`src/rtl/dualdac_pkg.sv`:
```
package dualdac_pkg;

    localparam int FRAME_W   = 16;
    localparam int NUM_CH    = 2;
    localparam int CH_BIT    = 15;
    localparam int BUF_BIT   = 14;
    localparam int PD_MSB    = 13;
    localparam int PD_LSB    = 12;
    localparam int FIELD_MSB = 11;
    localparam int FIELD_W   = FIELD_MSB + 1;

    typedef enum logic [1:0] {
        PD_ACTIVE    = 2'b00,
        PD_LOAD_LOW  = 2'b01,
        PD_LOAD_HIGH = 2'b10,
        PD_FLOAT     = 2'b11
    } pd_mode_e;

    typedef struct packed {
        logic               chan;
        logic               refbuf;
        pd_mode_e           pd;
        logic [FIELD_W-1:0] field;
    } frame_t;

    function automatic frame_t unpack_frame(input logic [FRAME_W-1:0] w);
        frame_t f;
        f.chan   = w[CH_BIT];
        f.refbuf = w[BUF_BIT];
        f.pd     = pd_mode_e'(w[PD_MSB:PD_LSB]);
        f.field  = w[FIELD_MSB:0];
        return f;
    endfunction

endpackage

```
`src/rtl/dualdac_sync.sv`:
```
module dualdac_sync #(
    parameter int             W       = 1,
    parameter int             STAGES  = 2,
    parameter logic [W-1:0]   RST_VAL = '0
) (
    input  logic         clk,
    input  logic         rst,
    input  logic [W-1:0] d,
    output logic [W-1:0] q
);
    logic [STAGES-1:0][W-1:0] pipe;

    always_ff @(posedge clk) begin
        if (rst) pipe[0] <= RST_VAL;
        else     pipe[0] <= d;
    end

    for (genvar g = 1; g < STAGES; g++) begin : g_stage
        always_ff @(posedge clk) begin
            if (rst) pipe[g] <= RST_VAL;
            else     pipe[g] <= pipe[g-1];
        end
    end

    assign q = pipe[STAGES-1];
endmodule

```
`src/rtl/dualdac_rx.sv`:
```
module dualdac_rx
    import dualdac_pkg::*;
#(
    parameter int FW = FRAME_W
) (
    input  logic          clk,
    input  logic          rst,
    input  logic          frm_s,
    input  logic          sclk_s,
    input  logic          sdi_s,
    output logic          frame_valid,
    output logic [FW-1:0] frame_word
);
    localparam int             CW       = $clog2(FW + 2);
    localparam logic [CW-1:0]  CNT_FULL = CW'(FW);
    localparam logic [CW-1:0]  CNT_OVER = CW'(FW + 1);

    logic          frm_d;
    logic          sclk_d;
    logic [CW-1:0] edge_cnt;
    logic [FW-1:0] shreg;
    logic          clk_fall;
    logic          frm_rise;

    assign clk_fall = sclk_d & ~sclk_s;
    assign frm_rise = ~frm_d & frm_s;

    always_ff @(posedge clk) begin
        if (rst) begin
            frm_d    <= 1'b1;
            sclk_d   <= 1'b0;
            edge_cnt <= '0;
            shreg    <= '0;
        end else begin
            frm_d  <= frm_s;
            sclk_d <= sclk_s;
            if (frm_s) begin
                edge_cnt <= '0;
            end else if (clk_fall) begin
                shreg    <= {shreg[FW-2:0], sdi_s};
                edge_cnt <= (edge_cnt == CNT_OVER) ? edge_cnt : edge_cnt + 1'b1;
            end
        end
    end

    assign frame_valid = frm_rise && (edge_cnt == CNT_FULL);
    assign frame_word  = shreg;
endmodule

```
`src/rtl/dualdac_bank.sv`:
```
module dualdac_bank
    import dualdac_pkg::*;
#(
    parameter int DW = 8
) (
    input  logic                          clk,
    input  logic                          rst,
    input  logic                          frame_valid,
    input  logic [FRAME_W-1:0]            frame_word,
    input  logic                          upd_s,
    output logic [NUM_CH-1:0][DW-1:0]     in_q,
    output logic [NUM_CH-1:0][DW-1:0]     dac_q,
    output logic [NUM_CH-1:0][1:0]        pd_q,
    output logic [NUM_CH-1:0]             buf_q
);
    frame_t        fr;
    logic [DW-1:0] code_new;

    assign fr       = unpack_frame(frame_word);
    assign code_new = fr.field[FIELD_W-1 -: DW];

    if (DW < FIELD_W) begin : g_trim
        logic unused_tail;
        assign unused_tail = ^fr.field[FIELD_W-DW-1:0];
    end

    for (genvar g = 0; g < NUM_CH; g++) begin : g_ch
        logic          sel;
        logic [DW-1:0] in_r;
        logic [DW-1:0] dac_r;
        logic [1:0]    pd_r;
        logic          buf_r;

        assign sel = frame_valid && (fr.chan == 1'(g));

        always_ff @(posedge clk) begin
            if (rst) begin
                in_r  <= '0;
                dac_r <= '0;
                pd_r  <= PD_ACTIVE;
                buf_r <= 1'b0;
            end else begin
                if (sel) begin
                    in_r  <= code_new;
                    pd_r  <= fr.pd;
                    buf_r <= fr.refbuf;
                end
                if (!upd_s) dac_r <= in_r;
            end
        end

        assign in_q[g]  = in_r;
        assign dac_q[g] = dac_r;
        assign pd_q[g]  = pd_r;
        assign buf_q[g] = buf_r;
    end
endmodule

```
`src/rtl/dualdac_ctrl.sv`:
```
module dualdac_ctrl
    import dualdac_pkg::*;
#(
    parameter int DATA_W      = 8,
    parameter int SYNC_STAGES = 2
) (
    input  logic              clk,
    input  logic              rst,
    input  logic              frame_n,
    input  logic              ser_clk,
    input  logic              ser_din,
    input  logic              update_n,
    output logic [DATA_W-1:0] code_a,
    output logic [DATA_W-1:0] code_b,
    output logic [1:0]        pwrdn_a,
    output logic [1:0]        pwrdn_b,
    output logic              refbuf_a,
    output logic              refbuf_b
);
    localparam logic [3:0] IDLE_LEVELS = 4'b1100;

    logic [3:0]                     sync_bus;
    logic                           upd_s;
    logic                           frm_s;
    logic                           sclk_s;
    logic                           sdi_s;
    logic                           frame_valid;
    logic [FRAME_W-1:0]             frame_word;
    logic [NUM_CH-1:0][DATA_W-1:0]  in_q;
    logic [NUM_CH-1:0][DATA_W-1:0]  dac_q;
    logic [NUM_CH-1:0][1:0]         pd_q;
    logic [NUM_CH-1:0]              buf_q;

    dualdac_sync #(
        .W       (4),
        .STAGES  (SYNC_STAGES),
        .RST_VAL (IDLE_LEVELS)
    ) u_sync (
        .clk (clk),
        .rst (rst),
        .d   ({update_n, frame_n, ser_clk, ser_din}),
        .q   (sync_bus)
    );

    assign upd_s  = sync_bus[3];
    assign frm_s  = sync_bus[2];
    assign sclk_s = sync_bus[1];
    assign sdi_s  = sync_bus[0];

    dualdac_rx #(.FW(FRAME_W)) u_rx (
        .clk         (clk),
        .rst         (rst),
        .frm_s       (frm_s),
        .sclk_s      (sclk_s),
        .sdi_s       (sdi_s),
        .frame_valid (frame_valid),
        .frame_word  (frame_word)
    );

    dualdac_bank #(.DW(DATA_W)) u_bank (
        .clk         (clk),
        .rst         (rst),
        .frame_valid (frame_valid),
        .frame_word  (frame_word),
        .upd_s       (upd_s),
        .in_q        (in_q),
        .dac_q       (dac_q),
        .pd_q        (pd_q),
        .buf_q       (buf_q)
    );

    assign code_a   = dac_q[0];
    assign code_b   = dac_q[1];
    assign pwrdn_a  = pd_q[0];
    assign pwrdn_b  = pd_q[1];
    assign refbuf_a = buf_q[0];
    assign refbuf_b = buf_q[1];
endmodule

```
`config.mk`:
```
export PLATFORM = sky130hd
export DESIGN_NAME = dualdac_ctrl
export DESIGN_NICKNAME = d
export VERILOG_FILES = /design/src/rtl/dualdac_pkg.sv /design/src/rtl/dualdac_sync.sv /design/src/rtl/dualdac_rx.sv /design/src/rtl/dualdac_bank.sv /design/src/rtl/dualdac_ctrl.sv
export SDC_FILE = /design/constraint.sdc
export NUM_CORES = 1
export LEC_CHECK = 0
export BUFFER_PORTS_ARGS = -buffer_cell sky130_fd_sc_hd__buf_2
export CORE_ASPECT_RATIO = 0.9
export CORE_UTILIZATION = 50
export DETAILED_ROUTE_END_ITERATION = 10
export PLACE_DENSITY = 0.73
export RECOVER_POWER = 50
export SLEW_MARGIN = 20
export SYNTH_ARGS = -nofsm -noshare
export SYNTH_HDL_FRONTEND = slang
export SYNTH_SLANG_ARGS = --single-unit
```
`constraint.sdc`:
```
create_clock -name clk -period 1.7 [get_ports clk]
set_input_delay 0.085 -clock clk [delete_from_list [all_inputs] [get_ports clk]]
set_output_delay 0.085 -clock clk [all_outputs]
set_load 0.005 [all_outputs]
```
; After elaboration in Yosys (flattened, before gate mapping)
; Index checks and enable logic that the tools add are counted.
[classes]
n_mux = 0
reduce_logical = 6
div = 0
n_eq_ne = 2
n_lt_le_gt_ge = 0
multipliers = 0
shifts = 0
n_bitwise = 7
n_addsub = 1
[ops]
columns = cell, n
row1 = "== test 5 bit, second input constant", 2
row2 = "adder 5 x 1 -> 5 bit, second input constant", 1
row3 = inverter 1 bit, 5
row4 = AND reduction 2 bit, 2
row5 = logical AND 1 bit, 3
row6 = bitwise AND 1 bit, 2
row7 = OR reduction 2 bit, 1
[totals]
n_memories = 0
input_bits = 6
reg_bits = 69
ramBits = 0
rom_bits = 0
word_cells = 30
latch_bits = 0

; Depth between registers and ports, before layout
; Gate-level depths: netlist of run 1.
[depth]
word_depth = 4
ltp_mapped = 6
ltp_nobuf = 5

; Hierarchy
; A second synthesis of run 1 with hierarchy kept.
[hier_totals]
hier_cells = 269
hier_area_um2 = 2663.8
[by_module_without_submodules]
columns = module, instances, area_per_inst_um2, cells_per_inst
row1 = dualdac_bank, 1, 1519.0, 140
row2 = dualdac_rx, 1, 904.6, 109
row3 = dualdac_sync, 1, 240.2, 20

; Worst setup path after synthesis of run 1
; OpenSTA, ideal clock, no wires.
[synth_timing]
path_type = register to register
startpoint = reg u_rx.edge_cnt[0]
endpoint = reg u_bank.g_ch[0].buf_r
stages_incl_launch_ff = 7
synth_period_minus_slack_ns = 1.313
path_slack_ns = 0.387
setup_ns = 0.119
n_path_buf = 1
arrival_ns = 1.194
required_time_ns = 1.581
cell_sequence = dfxtp_1 -> inv_1 -> ha_1 -> nor2b_1 -> and4b_1 -> buf_6 -> mux2i_1
[synth_via]
elab_chain_cells = 3
[synth_rtl]
columns = element, line
row1 = from (decl), dualdac_rx.sv:20  ; logic [CW-1:0] edge_cnt;
row2 = from (signal assigned), dualdac_rx.sv:41  ; edge_cnt <= (edge_cnt == CNT_OVER) ? edge_cnt : edge_cnt + 1'b1;
row3 = == test 5 bit, dualdac_rx.sv:46  ; assign frame_valid = frm_rise && (edge_cnt == CNT_FULL);
row4 = logical AND 1 bit, dualdac_rx.sv:46
row5 = logical AND 1 bit, dualdac_bank.sv:34  ; assign sel = frame_valid && (fr.chan == 1'(g));
row6 = to (signal assigned), dualdac_bank.sv:46  ; buf_r <= fr.refbuf;
row7 = to (decl), dualdac_bank.sv:32  ; logic buf_r;
; Every way passes these cells.
; A chain may end at the register's enable or synchronous reset.

; Worst setup path after layout of run 1
[layout_timing]
startpoint = reg u_rx.edge_cnt[0]
endpoint = reg u_bank.g_ch[0].in_r[2]
[layout_via]
elab_chain_cells = 3
[layout_rtl]
columns = element, line
row1 = == test 5 bit, dualdac_rx.sv:46
row2 = logical AND 1 bit, dualdac_rx.sv:46
row3 = logical AND 1 bit, dualdac_bank.sv:34
row4 = to (signal assigned), dualdac_bank.sv:44  ; in_r <= code_new;
row5 = to (decl), dualdac_bank.sv:29  ; logic [DW-1:0] in_r;
; Every way passes these cells.

==> metrics.txt, run 1 <==
max-slew violations 0; maximum vdd drop 0.000701 V; register area share after synthesis 0.526; Clock Latency Late Sink 0.34 ns; largest net degree at the start of global routing 32; drt pass-1 iters 4; remaining antenna violation count 0; IO Port Bufs 27; power per cell area 933 nW/um2; CP startpoint kind flip-flop; Hold Vio Cnt, Final 0; Yosys Warn Count 0; first-pass GRT wire length 7890 um; FF+latch count, synth 69; hold buffer count at CTS 4; # clock sinks 69; clk slew on worst S/H paths 0.07 ns; Worst EP required 1.96 ns; CTS tree yes; post-cts sizing count 0; total of max-cap violations 0; Num CTS Buffers 9; vias post-DR 1,818; # IOs 28; vias in the first global route 1,715; CP Max Fanout 9; synthesized cell area 2630 um2; mux cell area share after synthesis 0.145; H-Tree Depth 3; CP Launch Point u_rx.edge_cnt[0]; worst reg-to-reg path cell count 6; DRT iter0 DRCs 130; fin crit share 0.892; layout cells sized above 1 0.144; Distinct cells, synth 30; Detailed Place HPWL 3040 um; fin cells 370; area of the core 4950 um2; Syn Area/Cell 9.92 um2; kind of cell adding the most delay to the critical path simple AND/OR/NAND/NOR gates; final setup fails 0; final setup TNS 0 ns; synth top area cells dfxtp_1, mux2i_1, nand2b_1; critical path endpoint u_bank.g_ch[0].in_r[2]; largest family of logic cells by synthesized area simple AND/OR/NAND/NOR gates; Die Height 70.8 um; syn nets 274; Metal-1 WL 2280 um; most common cell in the netlist dfxtp_1; gpl congestion 0.750; Synth-to-Final Area Change 14.1%; Hold Crit Start rst; DRC 0; worst min-delay path class primary input to flip-flop; Peak Freq 0.659 GHz; # rows 24; Bufs on Longest Clock Path 2; Setup Skew 0.00603 ns; wirelength, routed 4480 um; Buf+Inv Stages, Crit Path 2; r2r setup slk 0.18 ns; critical path type flip-flop to flip-flop; number of flops mapped to enable cells by yosys 0; outcome finished, final reports clean; final core occ 0.605; drt via density 4.91; WL/cell 12.1 um; minimum clock period 1.52 ns; chip width 78.4 um; uppermost layer routed met4; Worst slew margin 0.331; Setup Fix Bufs, Post-CTS 0; adder-cell share of the synthesized area 0.0143; initial antenna violation count 0; placed cell count 350; RSZ-0062 raised after global routing no; leakage 0.00126 uW; Synth Area in Simple Gates 0.232; gr usage total 0.187; Clock Tree Root clkbuf_8; crit path DAT 1.78 ns; Stages on worst setup path 6; CP Cell Sequence inv_1, ha_1, nor2b_1, and4b_1, buf_4, mux2i_1; most frequent cells after synthesis dfxtp_1, mux2i_1, nand2_1, nand2b_1, a21oi_1; complex-gate fraction of the synthesized area 0.0467; Pwr Total 2800 uW; gate count of the mapped netlist 265; WL met3 189 um; DR WL met2 1940 um; Synth Area in XOR/XNOR 0; Die ar. 5550 um2; top cell type's share of synthesized area 0.526; total global routing overflow 0; ys async rst share 0; worst slew pin tran 1.00 ns; Starting Density 0.530; Setup crit end kind flip-flop; Yosys top cell by area dfxtp_1; antenna cells 0; max incr delay on CP 0.36 ns; FF-to-FF End u_bank.g_ch[0].in_r[2]; top_reg_cell synth dfxtp_1; Nets 309; CP max stage cell dfxtp_1; worst reg2reg startpoint u_rx.edge_cnt[0]
## per-layer routing
metal | vias up | GRT usage
li1 | 944 | -
met1 | 834 | 0.248
met2 | 31 | 0.274
met3 | 9 | 0.0671
met4 | 0 | 0.0864
met5 | - | 0
## metrics by stage
step	hold WS (ns)	worst slack, ns	cell area [um2]
2_1_floorplan	0.182	0.387	2630
3_3_place_gp	0.264	0.295	2820
3_5_place_dp	0.267	0.214	2820
6_report	0.387	0.183	3000
4_1_cts	0.152	0.208	3020
5_1_grt	0.427	0.0300	3000
## how the worst min path moves through the flow
stage                                    endpoint  slack [ns]  cells after the start
after floorplan                    u_sync.pipe[2]        0.18                      1
after global routing                  u_sync.q[3]        0.43                      1
after CTS                 u_bank.g_ch[1].dac_r[5]        0.15                      2
after global placement             u_sync.pipe[3]        0.26                      2
after detailed placement           u_sync.pipe[3]        0.27                      2
final                     u_bank.g_ch[1].dac_r[5]        0.39                      2
## power by group
part	internal, uW	switching [uW]
combinational	36.1	38.1
clock	513	577
sequential	1630	5.29
total	2180	621
## state kept, by name, indices dropped and copies added, names as in the netlist
register / flops
u_rx.sclk_d: 1
u_bank.g_ch.in_r: 16
u_rx.frm_d: 1
u_bank.g_ch.dac_r: 16
u_bank.g_ch.pd_r: 4
u_sync.q: 4
u_rx.edge_cnt: 5
u_bank.g_ch.buf_r: 2
u_sync.pipe: 4
u_rx.frame_word: 16
## cell type report
class	instances	area, um2
fillers	447	1960
flip-flops and latches	69	1380
multi-input cells	178	1150
repair buffers	39	215
clock buffers	10	128
well taps	65	81.3
clock inverters	6	30.0
inverters	3	11.3
## cells in the final DEF (no fill, tap or decap), types with 7 or more instances in the layout
cell / count
clkbuf_1: 9
clkbuf_8: 9
nand2_1: 34
nor2_1: 18
nand2b_1: 34
dfxtp_1: 69
mux2i_1: 38
nor2b_1: 7
buf_2: 23
a21oi_1: 20
## worst reg2reg max path, delay by kind of cell, from the launching register on
family	cells	cell delay, ns
adder cells (fa/ha/maj)	1	0.13
buffers and inverters	2	0.29
multiplexers	1	0.22
AND/OR/NAND/NOR	2	0.43
flip-flops	1	0.36
## cell families after synthesis
logic type      Yosys count
compound gates           24
simple gates            113
buf+inv                  18
mux                      38
fa+ha+maj                 3
flops                    69
Note: power is estimated with default switching activity, not from simulation.
==> inputs of run 2 (changes only) <==
CAP_MARGIN = 20   (was default)
CORE_UTILIZATION = 30   (was 50)
PLACE_DENSITY = 0.49   (was 0.73)
==> run 2 against run 1 <==
  * Largest cell class unchanged
  * Combinational power grew 5.1%
  * Critical endpoint is now u_bank.g_ch[0].buf_r
  * Non-clock buffer count decreased by 2
  * Via count decreased by 2.4%
  * Worst hold slack got worse by 0.18 ns
  * Sequential cell count unchanged
  * Total power rose by 16%
  * Clock-buffer cell count is 1 higher
  * Global-route usage fell by 7.3 points
  * Worst setup slack improved by 0.057 ns
==> metrics.txt, run 2 (synthesis results as in run 1) <==
Nets 307 (-0.65%); Clock Tree Root clkbuf_8; fin crit share 0.858 (-0.0338); drt pass-1 iters 4 (unchanged); vias post-DR 1,775 (-2.4%); most common cell after layout, fill and taps aside dfxtp_1; power per cell area 1020 nW/um2 (+9.9%); outcome finished, final reports clean; first-pass GRT wire length 8070 um (+2.3%); placed cell area 2900 um2 (+2.8%); Die ar. 9140 um2 (+65%); CP Max Fanout 9 (unchanged); final setup fails 0 (unchanged); Clock Latency Late Sink 0.33 ns (about the same); Die Height 90.8 um (+28%); total of max-cap violations 0 (unchanged); Worst EP required 1.97 ns (about the same); largest net degree at the start of global routing 76 (+140%); Hold Crit Start rst; wirelength, routed 4660 um (+3.9%); remaining antenna violation count 0 (unchanged); final core occ 0.371 (-0.234); Setup Skew 0.0112 ns (+0.00513 ns); Synth-to-Final Area Change 20.4%; gr usage total 0.115 (-0.0727); minimum clock period 1.46 ns (-0.0575 ns); area of the core 8530 um2 (+72%); critical path type flip-flop to flip-flop; CP Launch Point u_rx.edge_cnt[0]; Hold WS 0.209 ns (-0.177 ns); CTS tree yes; # clock sinks 69 (unchanged); Peak Freq 0.685 GHz (+3.9%); final setup TNS 0 ns (unchanged); CP startpoint kind flip-flop; DRC 0 (unchanged); fin cells 422 (+14%); worst reg2reg startpoint u_rx.edge_cnt[0]; maximum vdd drop 0.000370 V (-47%); Finished Cell Area 3160 um2 (+5.5%); # IOs 28 (unchanged); Starting Density 0.308 (-0.222); Detailed Place HPWL 2990 um (-1.7%); gpl congestion 0.744 (-0.76%); drt via density 4.21 (-14%); Worst slew margin 0.638 (+0.307); DRT iter0 DRCs 37 (-72%); crit path DAT 1.72 ns (-0.06 ns); RSZ-0062 raised after global routing no; vias in the first global route 1,682 (-1.9%); Num CTS Buffers 9 (unchanged); most frequent cells in the layout dfxtp_1, mux2i_1, nand2_1, nand2b_1, buf_2; # rows 32 (+33%); worst slew pin tran 0.543 ns (-0.461 ns); worst min-delay path class primary input to flip-flop; antenna cells 0 (unchanged); total global routing overflow 0 (unchanged); chip width 101 um (+28%); max-slew violations 0 (unchanged); Bufs on Longest Clock Path 2 (unchanged); initial antenna violation count 0 (unchanged); clk slew on worst S/H paths 0.08 ns (about the same); Setup crit end kind flip-flop; H-Tree Depth 3 (unchanged); WL/cell 11.0 um (-8.9%); Hold Vio Cnt, Final 0 (unchanged); placed cell count 402 (+15%); IO Port Bufs 27 (unchanged); leakage 0.00128 uW (+1.9%); layout cells sized above 1 0.152 (+0.00755)
-- run 2: power breakdown --
part	switching [uW]	leakage [uW]	internal (uW)
sequential	5.00	0.000558	1620
clock	628	0.000108	906
combinational	39.3	0.000617	38.7
-- run 2: cell type report --
class,count,area (um2)
clock buffers,11,151
clock inverters,5,82.6
fillers,871,5370
inverters,3,11.3
multi-input cells,178,1150
flip-flops and latches,69,1380
well taps,119,149
repair buffers,37,236
-- run 2: worst paths after layout --
check / to / cells past startpoint / slack [ns]
worst max register to register: u_bank.g_ch[0].buf_r / 6 / 0.24
worst min-delay path: u_bank.g_ch[1].dac_r[7] / 3 / 0.21
worst min register to register: u_sync.q[3] / 1 / 0.41
worst max-delay path: u_bank.g_ch[0].buf_r / 6 / 0.24
-- run 2: per-stage QoR --
step,power (uW),setup WS (ns)
CTS,3300,0.229
floorplan,1720,0.387
global placement,1740,0.277
finish,3240,0.241
detailed placement,1740,0.237
global route,3390,0.0943
-- run 2: layer usage --
metal  up-vias  GRT usage  routed length [um]
met1       802      0.149                2470
met5         -          0                   0
met4         0     0.0652                  84
li1        943          -                   -
met2        24      0.168                1960
met3         6     0.0333                 144
-- run 2: timing repair --
action	in CTS	in global routing
endpoints found under the hold margin	4	0
buffers inserted	0	0
hold buffers	4	0
resized for setup	0	0
-- run 2: critical path, stage by stage (launching register included) --
cell and delay (ns):
dfxtp_1 0.35, inv_1 0.09, ha_1 0.14, nor2b_1 0.21, and4b_1 0.27, buf_12 0.15, mux2i_1 0.18
